<file path="config.mk">
export PLATFORM = sky130hd
export DESIGN_NAME = dma_blk_chan
export DESIGN_NICKNAME = d
export VERILOG_FILES = /design/src/rtl/dma_blk_pkg.sv /design/src/rtl/dma_blk_regs.sv /design/src/rtl/dma_blk_engine.sv /design/src/rtl/dma_blk_chan.sv
export SDC_FILE = /design/constraint.sdc
export NUM_CORES = 1
export LEC_CHECK = 0
export CORE_MARGIN = 2
export CORE_UTILIZATION = 25
export DETAILED_ROUTE_END_ITERATION = 8
export SETUP_SLACK_MARGIN = 0.3
export SYNTH_ARGS = -nofsm -noshare
export SYNTH_HDL_FRONTEND = slang
export SYNTH_HIERARCHICAL = 1
export SYNTH_SLANG_ARGS = --single-unit
</file>
<file path="constraint.sdc">
create_clock -name clk_i -period 2.6 [get_ports clk_i]
set_input_delay 0.52 -clock clk_i [delete_from_list [all_inputs] [get_ports clk_i]]
set_output_delay 0.52 -clock clk_i [all_outputs]
set_load 0.05 [all_outputs]
</file>
<file path="src/rtl/dma_blk_pkg.sv">
package dma_blk_pkg;
  typedef enum logic [1:0] {ST_IDLE, ST_RD, ST_WR} eng_state_e;

  localparam logic [2:0] REG_SRC = 3'd0;
  localparam logic [2:0] REG_DST = 3'd1;
  localparam logic [2:0] REG_OFS = 3'd2;
  localparam logic [2:0] REG_CNT = 3'd3;
  localparam logic [2:0] REG_BLK = 3'd4;
  localparam logic [2:0] REG_CTL = 3'd5;

  localparam int CTL_EN  = 0;
  localparam int CTL_END = 1;
  localparam int CTL_IE  = 2;
  localparam int CTL_ACK = 3;
endpackage

</file>
<file path="src/rtl/dma_blk_regs.sv">
module dma_blk_regs
  import dma_blk_pkg::*;
#(
  parameter int ADDR_W = 32,
  parameter int WORD_W = 16
) (
  input  logic              clk_i,
  input  logic              rst_ni,
  input  logic              cfg_we_i,
  input  logic              cfg_re_i,
  input  logic [2:0]        cfg_addr_i,
  input  logic [ADDR_W-1:0] cfg_wdata_i,
  output logic [ADDR_W-1:0] cfg_rdata_o,
  input  logic              blk_start_i,
  input  logic              word_done_i,
  output logic [ADDR_W-1:0] src_o,
  output logic [ADDR_W-1:0] dst_o,
  output logic [ADDR_W-1:0] cnt_o,
  output logic [ADDR_W/2-1:0] blkw_o,
  output logic              en_o,
  output logic              ack_en_o,
  output logic              flag_o,
  output logic              irq_o
);
  localparam int HALF = ADDR_W / 2;
  localparam logic [ADDR_W-1:0] STEP = ADDR_W'(WORD_W / 8);
  localparam logic [HALF-1:0]   ONE_H = HALF'(1);

  logic [ADDR_W-1:0] src_q, dst_q, ofs_q, cnt_q, base_q;
  logic [HALF-1:0]   rl_q, wk_q;
  logic              en_q, flag_q, ie_q, ack_q, armed_q;
  logic              blk_last, cnt_last;

  assign blk_last = (wk_q <= ONE_H);
  assign cnt_last = (cnt_q <= STEP);

  always_ff @(posedge clk_i or negedge rst_ni) begin
    if (!rst_ni) begin
      src_q <= '0; dst_q <= '0; ofs_q <= '0; cnt_q <= '0; base_q <= '0;
      rl_q <= '0; wk_q <= '0;
      en_q <= 1'b0; flag_q <= 1'b0; ie_q <= 1'b0; ack_q <= 1'b0; armed_q <= 1'b0;
    end else begin
      if (cfg_re_i && !cfg_we_i && cfg_addr_i == REG_CTL && flag_q) armed_q <= 1'b1;
      if (cfg_we_i) begin
        case (cfg_addr_i)
          REG_SRC: src_q <= cfg_wdata_i;
          REG_DST: dst_q <= cfg_wdata_i;
          REG_OFS: ofs_q <= cfg_wdata_i;
          REG_CNT: cnt_q <= cfg_wdata_i;
          REG_BLK: begin
            rl_q <= cfg_wdata_i[ADDR_W-1:HALF];
            wk_q <= cfg_wdata_i[HALF-1:0];
          end
          REG_CTL: begin
            en_q    <= cfg_wdata_i[CTL_EN];
            ie_q    <= cfg_wdata_i[CTL_IE];
            ack_q   <= cfg_wdata_i[CTL_ACK];
            armed_q <= 1'b0;
            // clear by enabling, or by writing 0 after reading the flag set
            if (cfg_wdata_i[CTL_EN] || (!cfg_wdata_i[CTL_END] && armed_q)) flag_q <= 1'b0;
          end
          default: ;
        endcase
      end
      if (blk_start_i) base_q <= src_q;
      if (word_done_i) begin
        dst_q <= dst_q + ofs_q;
        src_q <= blk_last ? base_q : src_q + STEP;
        wk_q  <= blk_last ? rl_q : wk_q - ONE_H;
        if (cnt_last) begin
          cnt_q  <= '0;
          flag_q <= 1'b1;
          en_q   <= 1'b0;
        end else begin
          cnt_q <= cnt_q - STEP;
        end
      end
    end
  end

  always_comb begin
    cfg_rdata_o = '0;
    case (cfg_addr_i)
      REG_SRC: cfg_rdata_o = src_q;
      REG_DST: cfg_rdata_o = dst_q;
      REG_OFS: cfg_rdata_o = ofs_q;
      REG_CNT: cfg_rdata_o = cnt_q;
      REG_BLK: cfg_rdata_o = {rl_q, wk_q};
      REG_CTL: begin
        cfg_rdata_o[CTL_EN]  = en_q;
        cfg_rdata_o[CTL_END] = flag_q;
        cfg_rdata_o[CTL_IE]  = ie_q;
        cfg_rdata_o[CTL_ACK] = ack_q;
      end
      default: ;
    endcase
  end

  assign src_o    = src_q;
  assign dst_o    = dst_q;
  assign cnt_o    = cnt_q;
  assign blkw_o   = wk_q;
  assign en_o     = en_q;
  assign ack_en_o = ack_q;
  assign flag_o   = flag_q;
  assign irq_o    = flag_q & ie_q;
endmodule

</file>
<file path="src/rtl/dma_blk_engine.sv">
module dma_blk_engine
  import dma_blk_pkg::*;
#(
  parameter int ADDR_W = 32,
  parameter int WORD_W = 16
) (
  input  logic                clk_i,
  input  logic                rst_ni,
  input  logic                req_i,
  input  logic                en_i,
  input  logic                ack_en_i,
  input  logic [ADDR_W-1:0]   src_i,
  input  logic [ADDR_W-1:0]   dst_i,
  input  logic [ADDR_W-1:0]   cnt_i,
  input  logic [ADDR_W/2-1:0] blkw_i,
  input  logic                mem_ready_i,
  input  logic [WORD_W-1:0]   mem_rdata_i,
  output logic                mem_req_o,
  output logic                mem_we_o,
  output logic [ADDR_W-1:0]   mem_addr_o,
  output logic [WORD_W-1:0]   mem_wdata_o,
  output logic                ack_o,
  output logic                blk_start_o,
  output logic                word_done_o
);
  localparam int HALF = ADDR_W / 2;
  localparam logic [ADDR_W-1:0] STEP = ADDR_W'(WORD_W / 8);
  localparam logic [HALF-1:0]   ONE_H = HALF'(1);

  eng_state_e        state_q;
  logic [WORD_W-1:0] data_q;
  logic              start, last;

  assign start = (state_q == ST_IDLE) && en_i && req_i;
  assign last  = (blkw_i <= ONE_H) || (cnt_i <= STEP);

  always_ff @(posedge clk_i or negedge rst_ni) begin
    if (!rst_ni) begin
      state_q <= ST_IDLE;
      data_q  <= '0;
    end else begin
      case (state_q)
        ST_IDLE: if (start) state_q <= ST_RD;
        ST_RD: if (mem_ready_i) begin
          data_q  <= mem_rdata_i;
          state_q <= ST_WR;
        end
        ST_WR: if (mem_ready_i) state_q <= last ? ST_IDLE : ST_RD;
        default: state_q <= ST_IDLE;
      endcase
    end
  end

  assign mem_req_o   = (state_q != ST_IDLE);
  assign mem_we_o    = (state_q == ST_WR);
  assign mem_addr_o  = (state_q == ST_WR) ? dst_i : src_i;
  assign mem_wdata_o = data_q;
  assign ack_o       = start && ack_en_i;
  assign blk_start_o = start;
  assign word_done_o = (state_q == ST_WR) && mem_ready_i;
endmodule

</file>
<file path="src/rtl/dma_blk_chan.sv">
module dma_blk_chan #(
  parameter int ADDR_W = 32,
  parameter int WORD_W = 16
) (
  input  logic              clk_i,
  input  logic              rst_ni,
  input  logic              cfg_we_i,
  input  logic              cfg_re_i,
  input  logic [2:0]        cfg_addr_i,
  input  logic [ADDR_W-1:0] cfg_wdata_i,
  output logic [ADDR_W-1:0] cfg_rdata_o,
  input  logic              req_i,
  output logic              ack_o,
  output logic              irq_o,
  output logic              mem_req_o,
  output logic              mem_we_o,
  output logic [ADDR_W-1:0] mem_addr_o,
  output logic [WORD_W-1:0] mem_wdata_o,
  input  logic [WORD_W-1:0] mem_rdata_i,
  input  logic              mem_ready_i
);
  logic [ADDR_W-1:0]   src_w, dst_w, cnt_w;
  logic [ADDR_W/2-1:0] blkw_w;
  logic                en_w, ack_en_w, flag_w, blk_start_w, word_done_w;

  dma_blk_regs #(.ADDR_W(ADDR_W), .WORD_W(WORD_W)) u_regs (
    .clk_i, .rst_ni, .cfg_we_i, .cfg_re_i, .cfg_addr_i, .cfg_wdata_i, .cfg_rdata_o,
    .blk_start_i(blk_start_w), .word_done_i(word_done_w),
    .src_o(src_w), .dst_o(dst_w), .cnt_o(cnt_w), .blkw_o(blkw_w),
    .en_o(en_w), .ack_en_o(ack_en_w), .flag_o(flag_w), .irq_o
  );

  dma_blk_engine #(.ADDR_W(ADDR_W), .WORD_W(WORD_W)) u_eng (
    .clk_i, .rst_ni, .req_i, .en_i(en_w), .ack_en_i(ack_en_w),
    .src_i(src_w), .dst_i(dst_w), .cnt_i(cnt_w), .blkw_i(blkw_w),
    .mem_ready_i, .mem_rdata_i, .mem_req_o, .mem_we_o, .mem_addr_o, .mem_wdata_o,
    .ack_o, .blk_start_o(blk_start_w), .word_done_o(word_done_w)
  );
endmodule

</file>
==> flow_summary.json <==
{
  "reg2reg_slack_ps": -90,
  "core_area_mm2": 0.0575,
  "path_buf_inv": 3,
  "met3_usage_pct": 5.51,
  "finalSetupViolCount": 7,
  "pwr-share-comb_pct": 63.9,
  "r2r_end": "u_regs/dst_o[30]",
  "start_util_pct": 25.2,
  "power_density_mw_per_mm2": 1230,
  "rr_worst_depth": 12,
  "grtUsageTotal_pct": 22.7,
  "io_buffers": 140,
  "dieArea_mm2": 0.0598,
  "synth_ff_type": "dfrtp_1",
  "numCtsBuffers": 28,
  "crit_top_cell": "buf_4",
  "ys_seq_area_share_pct": 37.2,
  "grt_overflow": 0,
  "rows": 88,
  "slew_headroom_pct": 50.9,
  "die-height_um": 245,
  "final_cell_mix": "215 x buf_4, 212 x nand2_1, 205 x dfrtp_1",
  "synth_cells": 1563,
  "hold_violations": 0,
  "met1_usage_pct": 30.1,
  "ios": 141,
  "tightest_slew_ps": 731,
  "drc": 0,
  "clkTransAtPathRegs_ps": 60,
  "cts_tree": "done",
  "setup_ws_ps": -89.9,
  "p_leak_uw": 0.0102,
  "post-route-period-util_pct": 103,
  "r2r_start": "u_regs/dst_o[0]",
  "violations": "setup timing",
  "critical_path_required_ps": 3060,
  "n_antenna_cell": 0,
  "min_period_ps": 2690,
  "ir_drop_v": 0.000761,
  "maxCapViolations": 0,
  "finClkSkew_ps": 14.9,
  "drtPass1Iterations": 6,
  "crit_chain": "ha_2 > fa_2 > a21oi_2 > o211ai_1 > buf_4 > a221oi_2 > buf_4 > o21ai_4 > o21ai_2 > buf_6 > nor4_2 > nor3_1",
  "end_kind": "flop",
  "htree_levels": 1,
  "cp.depth": 12,
  "wire_per_inst_um": 25.2,
  "synth_area_per_cell_um2": 9.26,
  "viasPerCell": 5.59,
  "synth_edf_count": 0,
  "grt_pass1_wl_um": 102000,
  "cp.arrival_ps": 3150,
  "drive_gt1_share_pct": 45.8,
  "busiest_layer": "met2",
  "cts_buffer_depth": 3,
  "crit_end": "u_regs/dst_o[30]",
  "vias": 15700,
  "seqPwrFrac_pct": 21.9,
  "cts_sinks": 215,
  "p_sw_uw": 13300,
  "slew_viol_final": 0,
  "dieWidth_um": 245,
  "met2_usage_pct": 34.8,
  "ys_types": 82,
  "rsz0062_at_grt": "true",
  "p_int_uw": 16100,
  "synth_nets": 1656,
  "clkPwrFrac_pct": 14.2,
  "wl_um": 70700,
  "path_class": "flop to flop",
  "async_flop_share_pct": 100,
  "cp-start-kind": "flop",
  "drtIter0Drc": 1662,
  "antenna_found_initial": 2,
  "critPathLaunch": "u_regs/dst_o[0]",
  "hold_path_class": "flop to flop",
  "area_growth_pct": 64.5,
  "antenna_left": 0,
  "power.total_uw": 29300,
  "max_freq_mhz": 372,
  "nets": 2114,
  "grt_max_degree": 78,
  "grt_pass1_vias": 15500,
  "layout_commonest_cell": "buf_4",
  "status": "complete, but fails checks",
  "pre_cts_ws_ps": -294,
  "clockRootBuffer": "clkbuf_16",
  "worst-path-max-fanout": 5,
  "p_sw_share_pct": 45.2,
  "synth.cell_area_mm2": 0.0145,
  "clk-insertion-delay-late_ps": 570,
  "slowest_delay_ps": 390,
  "ys_ff_latch": 215,
  "cpLargestDelayFamily": "compound AO/OA/AOI/OAI gates",
  "crit_slowest_cell": "dfrtp_1",
  "gp_congestion": 0.943,
  "dp_hpwl_um": 45300,
  "synth_warnings": 6
}
-- state kept, by name, indices dropped and copies added (netlist names), 2 cells and up --
register,flops
u_regs/blkw_o,16
u_regs/ofs_q,32
u_eng/state_q,2
u_regs/src_o,32
u_regs/cnt_o,32
u_regs/base_q,32
u_regs/rl_q,16
u_regs/dst_o,32
u_eng/mem_wdata_o,16
-- power by group through the flow --
stage / registers [uW] / logic (uW) / clock network [uW]
after detailed placement: 6230 / 14500 / 0
after CTS: 6290 / 17500 / 4200
after floorplan: 6360 / 8320 / 0
after global placement: 6170 / 14400 / 0
final: 6440 / 18700 / 4160
after global routing: 6560 / 19600 / 4340
-- cells by family after synthesis --
kind of cell / after synthesis / synth area share (%)
xor gates and xnor gates: 47 / 2.84
and+or+nand+nor: 521 / 17.1
DFF: 215 / 37.2
buffers and inverters: 127 / 4.21
adders and majority gates: 36 / 3.16
AOI/OAI and AO/OA: 411 / 19.0
muxes: 206 / 16.5
-- layer usage --
metal,wire [um],vias to the layer above
met4,3630,2
met5,10,-
met2,31100,931
li1,-,6704
met1,28500,7868
met3,7450,196
-- cell usage after synthesis, drive strengths merged (10+ instances only) --
master  instances  area (um^2)
nand3          34          170
ha             35          438
nor4           23          165
o211ai         31          303
o22ai          13         81.3
a31oi          26          163
xnor2          25          219
clkbuf         64          240
and3           13         86.3
a21o           18          135
a221o          35          350
a211oi         17          133
nand4          17          106
or3            10         67.6
nand2         243          930
mux2          120         1490
nor3           42          220
inv            25         93.8
nor2b          15         96.3
nor2           82          308
mux2i          83          831
a21oi          80          400
o21ai         130          654
buf            37          272
dfrtp         215         5380
xor2           22          193
-- through the flow --
| step | TNS [ps] | util, % | std cells | cell area, um^2 | hold slack, ps |
|---|---|---|---|---|---|
| floorplan | 0 | - | 1563 | 14700 | 224 |
| global placement | -3200 | 32.7 | 2597 | 18800 | 485 |
| detailed placement | -3800 | 32.7 | 2597 | 18800 | 492 |
| CTS | -72.6 | 39.8 | 2777 | 22900 | 506 |
| global route | -1020 | 41.4 | 2808 | 23800 | 515 |
| finish | -351 | 41.4 | 2808 | 23800 | 504 |
-- how the worst min path moves through the flow --
| stage | start | endpoint | slack (ps) | depth (start not counted) |
|---|---|---|---|---|
| 2_1_floorplan | rst_ni | u_eng/mem_wdata_o[0] | 220 | 0 |
| 3_5_place_dp | u_eng/mem_wdata_o[14] | u_eng/mem_wdata_o[14] | 490 | 1 |
| 4_1_cts | u_eng/mem_wdata_o[14] | u_eng/mem_wdata_o[14] | 510 | 1 |
| 5_1_grt | u_eng/mem_wdata_o[3] | u_eng/mem_wdata_o[3] | 520 | 1 |
| 6_report | u_eng/mem_wdata_o[4] | u_eng/mem_wdata_o[4] | 500 | 1 |
| 3_3_place_gp | u_eng/mem_wdata_o[3] | u_eng/mem_wdata_o[3] | 480 | 1 |
-- area by class of cell --
cell class | count | area, um^2
Clock inverter | 12 | 140
Multi-Input combinational cell | 1221 | 10000
Timing Repair Buffer | 529 | 6380
Tap cell | 765 | 957
Sequential cell | 215 | 5390
Clock buffer | 40 | 827
Fill cell | 5421 | 33700
Inverter | 26 | 97.6
-- timing repair --
item	CTS	global route
hold endpoints to repair	64	0
pin swaps	106	89
gates resized for setup	434	155
gates cloned	24	1
endpoints found under the setup margin	163	167
hold buffers	1	0
setup buffers	103	30
(Power assumes the default switching activity.)
